--- src/rtl/bct_pkg.sv ---
package bct_pkg;
   // default field layout of the packed timer word
   localparam int DEF_OFF_W   = 12;
   localparam int DEF_OFF_MOD = 3072;
   localparam int DEF_CNT_W   = 13;
   localparam int DEF_CNT_MOD = 8000;
   localparam int DEF_SEC_W   = 7;
   localparam int DEF_SEC_MOD = 128;
   localparam int NUM_FIELDS  = 3;
endpackage

--- src/rtl/bct_digit.sv ---
module bct_digit #(
   parameter int W   = 12,
   parameter int MOD = 3072
) (
   input  logic         clk,
   input  logic         rst,
   input  logic         step,
   input  logic         load,
   input  logic [W-1:0] load_val,
   output logic [W-1:0] value,
   output logic         at_top
);
   localparam logic [W-1:0] TOP = W'(MOD - 1);

   generate
      if (MOD < 2 || MOD > (1 << W)) begin : g_bad_mod
         $error("bct_digit: MOD must lie in 2..2**W");
      end
   endgenerate

   logic [W-1:0] load_fix;

   generate
      if (MOD == (1 << W)) begin : g_full
         assign load_fix = load_val;
      end else begin : g_clamp
         assign load_fix = (load_val > TOP) ? '0 : load_val;
      end
   endgenerate

   assign at_top = (value == TOP);

   always_ff @(posedge clk) begin
      if (rst)       value <= '0;
      else if (load) value <= load_fix;
      else if (step) value <= at_top ? '0 : value + 1'b1;
   end

   assert_in_range_R7: assert property (@(posedge clk) disable iff (rst)
      value <= TOP);
   assert_wrap_R2: assert property (@(posedge clk) disable iff (rst)
      (step && !load && at_top) |=> (value == '0));
   assert_inc_R2: assert property (@(posedge clk) disable iff (rst)
      (step && !load && !at_top) |=> (value == $past(value) + 1'b1));
   assert_hold_R3: assert property (@(posedge clk) disable iff (rst)
      (!step && !load) |=> $stable(value));
endmodule

--- src/rtl/bus_cycle_timer.sv ---
module bus_cycle_timer
   import bct_pkg::*;
#(
   parameter int OFF_W   = DEF_OFF_W,
   parameter int OFF_MOD = DEF_OFF_MOD,
   parameter int CNT_W   = DEF_CNT_W,
   parameter int CNT_MOD = DEF_CNT_MOD,
   parameter int SEC_W   = DEF_SEC_W,
   parameter int TW      = OFF_W + CNT_W + SEC_W
) (
   input  logic          clk,
   input  logic          rst,
   input  logic          tick_en,
   input  logic          load,
   input  logic [TW-1:0] load_data,
   output logic [TW-1:0] timer,
   output logic          cycle_start,
   output logic          second_start
);
   localparam int SEC_MOD = 1 << SEC_W;
   localparam int WID [NUM_FIELDS] = '{OFF_W, CNT_W, SEC_W};
   localparam int MODS[NUM_FIELDS] = '{OFF_MOD, CNT_MOD, SEC_MOD};
   localparam int LSB [NUM_FIELDS] = '{0, OFF_W, OFF_W + CNT_W};

   generate
      if (TW != OFF_W + CNT_W + SEC_W) begin : g_bad_tw
         $error("bus_cycle_timer: TW must equal the sum of field widths");
      end
   endgenerate

   logic [NUM_FIELDS-1:0] stp;
   logic [NUM_FIELDS-1:0] top;

   // carry chain: each field steps on a tick that finds every lower field at its top
   assign stp[0] = tick_en;

   generate
      for (genvar i = 0; i < NUM_FIELDS; i++) begin : g_field
         if (i > 0) begin : g_carry
            assign stp[i] = stp[i-1] & top[i-1];
         end
         bct_digit #(.W(WID[i]), .MOD(MODS[i])) u_digit (
            .clk      (clk),
            .rst      (rst),
            .step     (stp[i]),
            .load     (load),
            .load_val (load_data[LSB[i] +: WID[i]]),
            .value    (timer[LSB[i] +: WID[i]]),
            .at_top   (top[i])
         );
      end
   endgenerate

   always_ff @(posedge clk) begin
      if (rst) begin
         cycle_start  <= 1'b0;
         second_start <= 1'b0;
      end else begin
         cycle_start  <= stp[1] & ~load;
         second_start <= stp[2] & ~load;
      end
   end

   wire [OFF_W-1:0] off_f = timer[OFF_W-1:0];
   wire [CNT_W-1:0] cnt_f = timer[OFF_W +: CNT_W];

   assert_same_update_R4: assert property (@(posedge clk) disable iff (rst)
      (tick_en && !load && off_f == OFF_W'(OFF_MOD - 1)) |=>
      (off_f == '0 && (cnt_f == CNT_W'(($past(cnt_f) == CNT_W'(CNT_MOD - 1)) ? 0 : $past(cnt_f) + 1))));
   assert_count_hold_R4: assert property (@(posedge clk) disable iff (rst)
      (!load && off_f != OFF_W'(OFF_MOD - 1)) |=> $stable(cnt_f));
   assert_cycle_pulse_R8: assert property (@(posedge clk) disable iff (rst)
      cycle_start |-> (off_f == '0));
   assert_second_pulse_R9: assert property (@(posedge clk) disable iff (rst)
      second_start |-> (cycle_start && cnt_f == '0));
   assert_no_pulse_on_load_R6: assert property (@(posedge clk) disable iff (rst)
      load |=> !cycle_start);
endmodule

--- config.mk ---
export PLATFORM = sky130hd
export DESIGN_NAME = bus_cycle_timer
export DESIGN_NICKNAME = d
export VERILOG_FILES = /design/src/rtl/bct_pkg.sv /design/src/rtl/bct_digit.sv /design/src/rtl/bus_cycle_timer.sv
export SDC_FILE = /design/constraint.sdc
export NUM_CORES = 1
export LEC_CHECK = 0
export BUFFER_PORTS_ARGS = -buffer_cell sky130_fd_sc_hd__buf_2
export CAP_MARGIN = 25
export CELL_PAD_IN_SITES_DETAIL_PLACEMENT = 0
export CELL_PAD_IN_SITES_GLOBAL_PLACEMENT = 1
export CORE_ASPECT_RATIO = 0.9
export CORE_UTILIZATION = 33
export CTS_BUF_LIST = sky130_fd_sc_hd__clkbuf_4 sky130_fd_sc_hd__clkbuf_8
export DETAILED_ROUTE_END_ITERATION = 8
export HOLD_SLACK_MARGIN = 0.05
export PLACE_DENSITY = 0.86
export SLEW_MARGIN = 20
export SYNTH_ARGS = -nofsm -noshare
export SYNTH_HDL_FRONTEND = slang
export SYNTH_SLANG_ARGS = --single-unit
--- constraint.sdc ---
create_clock -name clk -period 2 [get_ports clk]
set_input_delay 0 -clock clk [delete_from_list [all_inputs] [get_ports clk]]
set_output_delay 0 -clock clk [all_outputs]
set_load 0.01 [all_outputs]
Word level (Yosys, flattened, before mapping)
Index checks and enable logic that the tools add are counted.

Register bits after elaboration: 34. Input bits: 36. Output and inout port bits: 34.

Order comparisons: 2. Bitwise operators: 5. Mux-type cells: 11. Reduce and logical (&&, ||, !) cells: 3. Equality and inequality tests: 3. $add $sub $neg: 3.

Operators by type and width (count): 13-bit two-way mux (4); 12-bit two-way mux (4); 7-bit two-way mux (3); 13-bit by 1-bit adder with 13-bit output, second input constant (1); 13-bit equality test, second input constant (1); 13-bit > comparator, second input constant (1); 12-bit by 1-bit adder with 12-bit output, second input constant (1); 12-bit equality test, second input constant (1); 12-bit > comparator, second input constant (1); 7-bit by 1-bit adder with 7-bit output, second input constant (1); 7-bit equality test, second input constant (1); 2-bit nonzero test (3); 1-bit bitwise AND (4); 1-bit NOT (1).

Depth between registers and ports, before layout
Gate-level depths: netlist (run 1).

Depth after elaboration: 5. Gate-level depth with buffers: 7. Gate-level depth less buffers: 6.

Cells and area by module
From an unflattened synthesis (run 1), not the netlist that was laid out.

Cell total of the unflattened synthesis: 265. Area, all modules: 2139.6 um^2.

Modules (own cells, without submodules): bct_digit (g_field[1].u_digit) (area an instance 918.4 um^2, cells an instance 119, times used 1, seq. area each 260.2 um^2); bct_digit (g_field[0].u_digit) (area an instance 743.2 um^2, cells an instance 89, times used 1, seq. area each 240.2 um^2); bct_digit (g_field[2].u_digit) (area an instance 397.9 um^2, cells an instance 51, times used 1, seq. area each 140.1 um^2); bus_cycle_timer (area an instance 80.1 um^2, cells an instance 6, times used 1, seq. area each 40.0 um^2).

Least setup slack after synthesis (run 1)
Ideal clock, no wire load.

Path type: reg-to-reg. Start: register g_field[0].u_digit.value[1]. End: register g_field[1].u_digit.value[11]. Path buffers: 0. Slack: 0.011 ns. Cell stages (with the launch flop): 7. Setup time: 0.095 ns. Data arrival time: 1.893 ns. Cells stage by stage: dfxtp_1 > ha_1 > nand4_1 > or2_4 > nor4_4 > or4b_1 > o311ai_1.

Cells in the longest elaborated chain, start to end: 3.

Ends and longest elaborated chain: from (decl) (RTL line bct_digit.sv:10) `output logic [W-1:0] value,`; from (signal assigned) (RTL line bct_digit.sv:35) `else if (load) value <= load_fix;`; from (signal assigned) (RTL line bct_digit.sv:36) `else if (step) value <= at_top ? '0 : value + 1'b1;`; 12-bit equality test (RTL line bct_digit.sv:31) `assign at_top = (value == TOP);`; 1-bit bitwise AND (RTL line bus_cycle_timer.sv:40) `assign stp[i] = stp[i-1] & top[i-1];`; 2-bit nonzero test (no line); to (signal assigned) (RTL line bct_digit.sv:35); to (signal assigned) (RTL line bct_digit.sv:36); to (decl) (RTL line bct_digit.sv:10).

Every way passes these cells. A chain may end at the register's enable or synchronous reset.

Final worst setup path (run 1)
Start: register g_field[1].u_digit.value[12]. End: register g_field[1].u_digit.value[3].

Cells in the longest elaborated chain, start to end: 4.

Ends and longest elaborated chain (RTL line): 13-bit equality test (bct_digit.sv:31); 13-bit two-way mux (2 in series) (bct_digit.sv:36); 13-bit two-way mux (bct_digit.sv:35).

Every way passes these cells. The select of a mux whose other input is x is not followed.

==> results of run 1 <==
metrics by stage:
| stage | worst slack [ns] | power [mW] | TNS, ns |
|---|---|---|---|
| finish | 0.0771 | 1.65 | 0 |
| global route | -0.0227 | 1.75 | -0.0374 |
| CTS | 0.0204 | 1.66 | 0 |
| detailed placement | 0.0465 | 1.08 | 0 |
| global placement | 0.0874 | 1.07 | 0 |
| floorplan | 0.0113 | 0.926 | 0 |
layout by cell type (no fill, tap or decap), drive strengths merged, types with 4 or more instances in the layout:
cell          n
buf          94
dfxtp        34
nand2        33
a21oi        23
dlygate4sd3  22
nor2         21
nand3        19
nor3         11
inv           9
o21ai         8
xor2          8
a211oi        8
a22oi         7
nand4         7
clkbuf        7
nor4          7
and3          4
a311oi        4
registers in the layout, indices dropped and copies added, names as in the netlist:
| signal | count |
|---|---|
| cycle_start | 1 |
| g_field.u_digit.value | 32 |
| second_start | 1 |
final timing paths:
check	startpoint	end	slack (ns)	depth (start not counted)
max	g_field[1].u_digit.value[12]	g_field[1].u_digit.value[3]	0.08	8
min reg2reg	g_field[1].u_digit.value[12]	g_field[1].u_digit.value[12]	0.48	2
max reg2reg	g_field[1].u_digit.value[12]	g_field[1].u_digit.value[3]	0.08	8
min	load_data[12]	g_field[1].u_digit.value[0]	0.05	3
tightest hold or removal path: stages:
cell,delay (ns)
buf_2,0.08
a211oi_1,0.06
nor3_1,0.15
power breakdown:
group | total [mW] | internal [mW] | switching, mW
Combinational | 0.344 | 0.169 | 0.174
Clock | 0.549 | 0.292 | 0.257
Sequential | 0.760 | 0.717 | 0.0429
layer usage:
layer | share of wire, % | wire (um) | global-route usage, %
met3 | 4.0 | 253 | 4.66
met1 | 48 | 3040 | 26.2
met4 | 0.87 | 55 | 6.61
met2 | 47 | 2970 | 31.1
met5 | 0 | 0 | 0
area by class of cell:
class / count / area, um^2 / area share (%)
clock inverter: 1 / 5.00 / 0.169
multi-input combinational: 204 / 1300 / 44.0
clock buffer: 7 / 90.1 / 3.04
timing repair buffer: 116 / 757 / 25.6
sequential: 34 / 684 / 23.1
inverter: 9 / 33.8 / 1.14
tap: 70 / 87.6 / 2.96
repair_timing:
| action | 4_1_cts | 5_1_grt |
|---|---|---|
| endpoints found under the setup margin | 0 | 17 |
| setup buffers | 0 | 3 |
| resized for setup | 0 | 8 |
| hold buffers | 22 | 0 |
| endpoints found under the hold margin | 22 | 0 |
cells by family after synthesis:
family | count (synthesis) | synth area share [%]
and+or+nand+nor | 117 | 31.6
DFF | 34 | 33.4
muxes | 2 | 0.983
AOI/OAI and AO/OA | 73 | 24.5
buffers and inverters | 19 | 3.75
adders and majority gates | 3 | 1.84
xor gates and xnor gates | 9 | 3.87
==> impl_metrics.ini, run 1 <==
[worst_setup_path]
worstPathCellList = or3b_4, nor4_4, buf_4, nor4_4, buf_6, buf_4, a22oi_1, a21oi_1
cp.buffers_inverters = 3
critPathRequiredTime_ns = 2.14
critPathLaunchType = flop
cp_top_family = simple AND/OR/NAND/NOR gates
arrival_ns = 2.06
path_class = reg2reg
critPathMaxStageDelay_ns = 0.42
crit_slowest_cell = or3b_4
cp-end-kind = flop
critPathMaxFanout = 8

[sta]
final-max-slew-violation-count = 0
hold_viol_final = 0
min_period_over_period_pct = 96.1
max-slew-margin-rel_pct = 47.8
holdWs_ns = 0.0538
tightestPinTransition_ns = 0.780
grt_setup_unrepaired = yes
fmax_ghz = 0.520
skew_ns = 0.00448
finalSetupViolations = 0
min_period_ns = 1.92

[power_and_ir_drop]
powerDensity_nw_per_um2 = 558
ir_worst_vdd_uv = 236
leakage_nw = 1.28

[layout]
stdcell_area_um2 = 2960
layoutNonFillerInstCount = 441
nets = 409
nFillCells = 559
num_antenna_cells = 0
syn2layout_area_growth_pct = 45.4
utilization_pct = 50.9
drive_gt1_share_pct = 31.5

[grt]
antenna_found_initial = 0
grt_max_degree = 38
track_usage_pct = 19.7
grt_first_pass_wirelength_um = 10300
globalRouteOverflowTotal = 0
grt_pass1_vias = 2221

[synthesis]
ys_seq_area_share_pct = 33.4
synth_top_area_cell = dfxtp_1
synthDistinctLibCells = 51
syn_area_per_cell_um2 = 7.93
synth.most_common_cell = dfxtp_1
syn_nets = 296
syn_inst = 257
synth_edf_count = 0
netlist_area_um2 = 2040
ys_seq_elements = 34
async_flop_share_pct = 0
synthTopCellsByCount = 34 x dfxtp_1, 33 x nand2_1, 23 x a21oi_1
netlist.area_leader.share_pct = 33.4
synth-warning-count = 0
synth_area_leaders = dfxtp_1 33%, nand2_1 6.1%, a21oi_1 5.7%
synth_ff_type = dfxtp_1

[run_status]
violations = DRC
outcome = finished with violations

[detailed_routing]
remaining_drc_errors = 5
drt-initial-drc-count = 147
dr.pass1.iters = 6
vias_per_cell = 5.50
wire_per_inst_um = 14.3
final_antenna_net_count = 0
vias = 2427
drt_wl_total_um = 6320

[place]
dp_hpwl_um = 4450
gp_congestion = 0.787
io_buffers = 69
post_dp_cell_area_um2 = 2590
dpl.cell_count = 408

[clocking]
clkSinkCount = 34
cts_root_buf = clkbuf_8
cts-buffers-inserted = 5
htree_num_levels = 2
worstSkewPairLatency_ns = 0.29
cts_buffer_depth = 2
cts_tree = built
path_clk_slew_ns = 0.07

[min_path]
hp-class = in2reg

[floorplanning]
die_y_um = 76.5
ios = 70
dieArea_um2 = 6490
coreArea_um2 = 5820
start_util_pct = 35.0
die_w_um = 84.8
rows = 26

[run]
drv_cap = 0
Power figures use the tool's default switching activity.
==> inputs of run 2 (changes only) <==
PLACE_DENSITY = default   (was 0.86)
PLACE_DENSITY_LB_ADDON = 0.1   (was default)
==> impl_metrics.ini, run 2 (synthesis gave the netlist of run 1 again) <==
[sta]
holdWs_ns = 0.0572
fmax_ghz = 0.535
min_period_ns = 1.87
max-slew-margin-rel_pct = 52.0
skew_ns = 0.00622
min_period_over_period_pct = 93.5
final-max-slew-violation-count = 0
finalSetupViolations = 0
hold_viol_final = 0
tightestPinTransition_ns = 0.720

[detailed_routing]
vias_per_cell = 5.45
remaining_drc_errors = 5
drt-initial-drc-count = 118
vias = 2402
dr.pass1.iters = 7
wire_per_inst_um = 14.8
final_antenna_net_count = 0
drt_wl_total_um = 6550

[layout]
final_common_cell = buf_2
drive_gt1_share_pct = 31.3
regMostFlops = g_field.u_digit.value
largest_reg_flops = 32
mostFrequentLayoutCells = 69 x buf_2, 34 x dfxtp_1, 33 x nand2_1, 25 x buf_4, 23 x a21oi_1
top_regs = g_field.u_digit.value x32, cycle_start x1, second_start x1
nets = 409
utilization_pct = 51.4
syn2layout_area_growth_pct = 46.9
num_antenna_cells = 0

[floorplanning]
die_w_um = 84.8
dieArea_um2 = 6490
start_util_pct = 35.0
coreArea_um2 = 5820
die_y_um = 76.5
ios = 70
rows = 26

[grt]
grt_pass1_vias = 2239
antenna_found_initial = 0
globalRouteOverflowTotal = 0
grt_first_pass_wirelength_um = 11100
track_usage_pct = 21.1
grt_max_degree = 38

[power_and_ir_drop]
leakage_nw = 1.30
powerDensity_nw_per_um2 = 633
ir_worst_vdd_uv = 348

[min_path]
hp-class = in2reg

[clocking]
cts_root_buf = clkbuf_8
worstSkewPairLatency_ns = 0.28
cts_setup_buffers = 0
clkSinkCount = 34
cts_tree = built
path_clk_slew_ns = 0.08
cts-buffers-inserted = 5
htree_num_levels = 2
cts_buffer_depth = 2

[place]
dp_hpwl_um = 4770
gp_congestion = 0.787
io_buffers = 69

[run_status]
violations = DRC
outcome = finished with violations

[worst_setup_path]
cp-end-kind = flop
arrival_ns = 2.08
critPathRequiredTime_ns = 2.21
critPathMaxFanout = 9
critPathLaunchType = flop
path_class = reg2reg
ff2ff_setup_slack_ns = 0.13

[run]
drv_cap = 0
==> run 2: cell count changes in the layout (fill, tap and decap cells not counted), moves of 2 or more <==
cell | previous run | this run
dfxtp_2 | 3 | 0
dlygate4sd3_1 | 22 | 20
dfxtp_1 | 31 | 34
bufinv_16 | 0 | 2
==> run 2: area by class of cell <==
class	count	area, um^2
repair buffers	116	756
multi-input cells	204	1290
flip-flops and latches	34	681
fillers	607	2830
inverters	9	33.8
clock buffers	6	82.6
well taps	70	87.6
clock inverters	2	60.1
==> run 2: power breakdown <==
group	switching [mW]	leakage, nW	internal [mW]
registers	0.0376	0.280	0.716
logic	0.177	0.948	0.169
clock network	0.264	0.0714	0.532
total	0.478	1.30	1.42
==> run 2: worst max-delay path, cell delays in order, from the launching register on <==
cell,delay [ns]
dfxtp_1,0.34
ha_1,0.19
nand3_2,0.12
buf_4,0.20
nor4_2,0.27
buf_4,0.18
a21oi_1,0.06
a311o_1,0.31
a21oi_1,0.13
==> run 2: metal layers <==
metal	up-vias	wire, um	global-route usage (%)
met4	0	43	4.07
li1	1197	-	-
met5	-	0	0
met3	4	350	3.58
met1	1123	3180	30.6
met2	78	2970	32.7
==> run 2: path summary, 6_finish.rpt <==
check                                                  from                          end  cells after the start
worst min register to register  g_field[2].u_digit.value[1]  g_field[2].u_digit.value[1]                      2
worst min-delay path                          load_data[17]  g_field[1].u_digit.value[5]                      3
worst max-delay path            g_field[1].u_digit.value[1]  g_field[2].u_digit.value[5]                      8
worst max register to register  g_field[1].u_digit.value[1]  g_field[2].u_digit.value[5]                      8
==> run 2: repair_timing <==
item                       in CTS  in global routing
hold buffers                   20                  0
setup endpoints to repair       0                 17
resized for setup               0                  5
hold endpoints to repair       20                  0
==> run 2: per-stage QoR <==
step                total power [mW]  cell area, um^2  worst slack (ns)  cells  TNS (ns)
global route                    2.00             2990           -0.0129    441   -0.0210
global placement                1.08             2630             0.116    413         0
detailed placement              1.08             2630            0.0636    413         0
CTS                             1.92             2970            0.0438    441         0
finish                          1.89             2990             0.131    441         0
floorplan                      0.926             2040            0.0113    257         0
==> inputs of run 3 (changes only) <==
BUFFER_PORTS_ARGS = default   (was -buffer_cell sky130_fd_sc_hd__buf_2)
CORE_UTILIZATION = 42   (was 33)
DONT_BUFFER_PORTS = 1   (was default)
RECOVER_POWER = 25   (was default)
==> impl_metrics.ini, run 3 (synthesis gave the netlist of run 1 again) <==
[sta]
finalSetupTns_ns = 0
max-slew-margin-rel_pct = 45.8
min_period_over_period_pct = 95.8
fmax_ghz = 0.522
final-max-slew-violation-count = 0
finalSetupViolations = 0
hold_viol_final = 0
skew_ns = 0.00627
min_period_ns = 1.92
tightestPinTransition_ns = 0.810
grt_setup_unrepaired = yes

[detailed_routing]
vias_per_cell = 5.86
remaining_drc_errors = 0
vias = 2296
dr.pass1.iters = 8
wire_per_inst_um = 16.4
drt_wl_total_um = 6440
drt-initial-drc-count = 184
final_antenna_net_count = 0

[floorplanning]
ios = 70
coreArea_um2 = 4550
die_y_um = 68.1
die_w_um = 75.4
start_util_pct = 44.8
dieArea_um2 = 5130
rows = 23

[worst_setup_path]
critPathMaxFanout = 6
critPathMaxStageDelay_ns = 0.41
worstPathCellList = or3b_4, nor4_4, buf_4, a21o_1, a21oi_1, a311oi_1
critPathRequiredTime_ns = 2.20
arrival_ns = 2.12
r2r-start = g_field[1].u_digit.value[12]
crit_slowest_cell = or3b_4
r2r-end = g_field[2].u_digit.value[3]
ff2ff_setup_slack_ns = 0.08
critPathLaunchType = flop
reg2reg_depth = 6
path_class = reg2reg
cp-end-kind = flop
crit_start = g_field[1].u_digit.value[12]

[layout]
largest_reg_flops = 32
top_regs = g_field.u_digit.value x32, cycle_start x1, second_start x1
nets = 368
regMostFlops = g_field.u_digit.value
num_antenna_cells = 0
drive_gt1_share_pct = 18.5
mostFrequentLayoutCells = 39 x dlygate4sd3_1, 33 x nand2_1, 32 x buf_4, 30 x dfxtp_1, 23 x a21oi_1
syn2layout_area_growth_pct = 41.5
final_common_cell = dlygate4sd3_1
layoutNonFillerInstCount = 392

[clocking]
htree_num_levels = 2
path_clk_slew_ns = 0.07
worstSkewPairLatency_ns = 0.29
cts-buffers-inserted = 5
cts_root_buf = clkbuf_8
cts_buffer_depth = 2
cts_tree = built
clkSinkCount = 34

[power_and_ir_drop]
p_switching_uw = 464
ir_worst_vdd_uv = 334
leakage_nw = 1.10
p_int_mw = 1.15
combinationalPowerShare_pct = 19.9
pwr-share-clk_pct = 33.2
powerDensity_nw_per_um2 = 561
p_seq_share_pct = 46.8
switching_share_pct = 28.7

[place]
dp_hpwl_um = 4260
dpl.cell_count = 343
io_buffers = 0
gp_congestion = 0.827

[grt]
grt_first_pass_wirelength_um = 9850
grt_pass1_vias = 2079
track_usage_pct = 25.7
grt_max_degree = 38
antenna_found_initial = 0
globalRouteOverflowTotal = 0

[min_path]
whs_path_depth = 3
holdPathEnd = g_field[0].u_digit.value[4]
hp-class = in2reg
hold_path.startpoint = tick_en

[run_status]
outcome = finished, final reports clean

[run]
drv_cap = 0
run 3: cell types whose count changed in the layout (fill, tap and decap cells not counted), moves of 2 or more:
| cell | previous run | this run |
|---|---|---|
| buf_2 | 69 | 0 |
| dlygate4sd3_1 | 20 | 39 |
| buf_4 | 25 | 32 |
| dfxtp_1 | 34 | 30 |
| dfxtp_2 | 0 | 4 |
| bufinv_16 | 2 | 0 |
run 3: area by class of cell:
cell class	count	area [um^2]
clock buffer	6	82.6
inverter	9	33.8
sequential	34	686
clock inverter	2	12.5
multi-input combinational	204	1310
tap	62	77.6
timing repair buffer	75	677
fill	426	1660
run 3: critical path, delay by kind of cell (launching register included):
family / cells / cell delay [ns]
and+or+nand+nor: 2 / 0.80
AOI/OAI and AO/OA: 3 / 0.47
DFF: 1 / 0.34
buffers and inverters: 1 / 0.22
run 3: worst max-delay path by stage:
stage	to	cells after the start	slack (ns)
6_report	g_field[2].u_digit.value[3]	6	0.08
5_1_grt	g_field[1].u_digit.value[4]	6	-0.01
4_1_cts	g_field[1].u_digit.value[9]	6	0.06
3_5_place_dp	g_field[1].u_digit.value[9]	6	0.08
3_3_place_gp	g_field[1].u_digit.value[9]	6	0.12
2_1_floorplan	g_field[1].u_digit.value[11]	6	0.01
run 3: metal layers:
layer  share of wire, %  vias up  wire (um)  global-route usage [%]
met4               0.61        0         39                    6.71
li1                   -     1118          -                       -
met5                  0        -          0                       0
met2                 46       95       2940                    39.1
met3                7.7        4        495                    5.60
met1                 46     1079       2970                    36.6
run 3: timing repair:
item / in CTS / in global routing
hold buffers: 39 / 1
endpoints found under the hold margin: 34 / 2
setup buffers: 0 / 1
gates resized for setup: 0 / 13
endpoints found under the setup margin: 0 / 16
run 3: power by group through the flow:
stage                     combinational [mW]  clock, mW  sequential, mW
after floorplan                        0.131          0           0.795
after global placement                 0.230          0           0.771
after detailed placement               0.230          0           0.770
after CTS                              0.315      0.557           0.755
after global routing                   0.353      0.591           0.763
final                                  0.323      0.537           0.758
run 3: per-stage QoR:
| step | power (mW) | worst slack (ns) | hold WS (ns) | util, % | instance area (um^2) |
|---|---|---|---|---|---|
| 6_report | 1.62 | 0.0839 | 0.0626 | 63.4 | 2880 |
| 5_1_grt | 1.71 | -0.0119 | 0.0853 | 63.4 | 2880 |
| 4_1_cts | 1.63 | 0.0589 | 0.0523 | 62.1 | 2820 |
| 3_5_place_dp | 1.00 | 0.0845 | 0.0761 | 51.2 | 2330 |
| 3_3_place_gp | 1.00 | 0.121 | 0.0777 | 51.2 | 2330 |
| 2_1_floorplan | 0.926 | 0.0113 | 0.108 | - | 2040 |
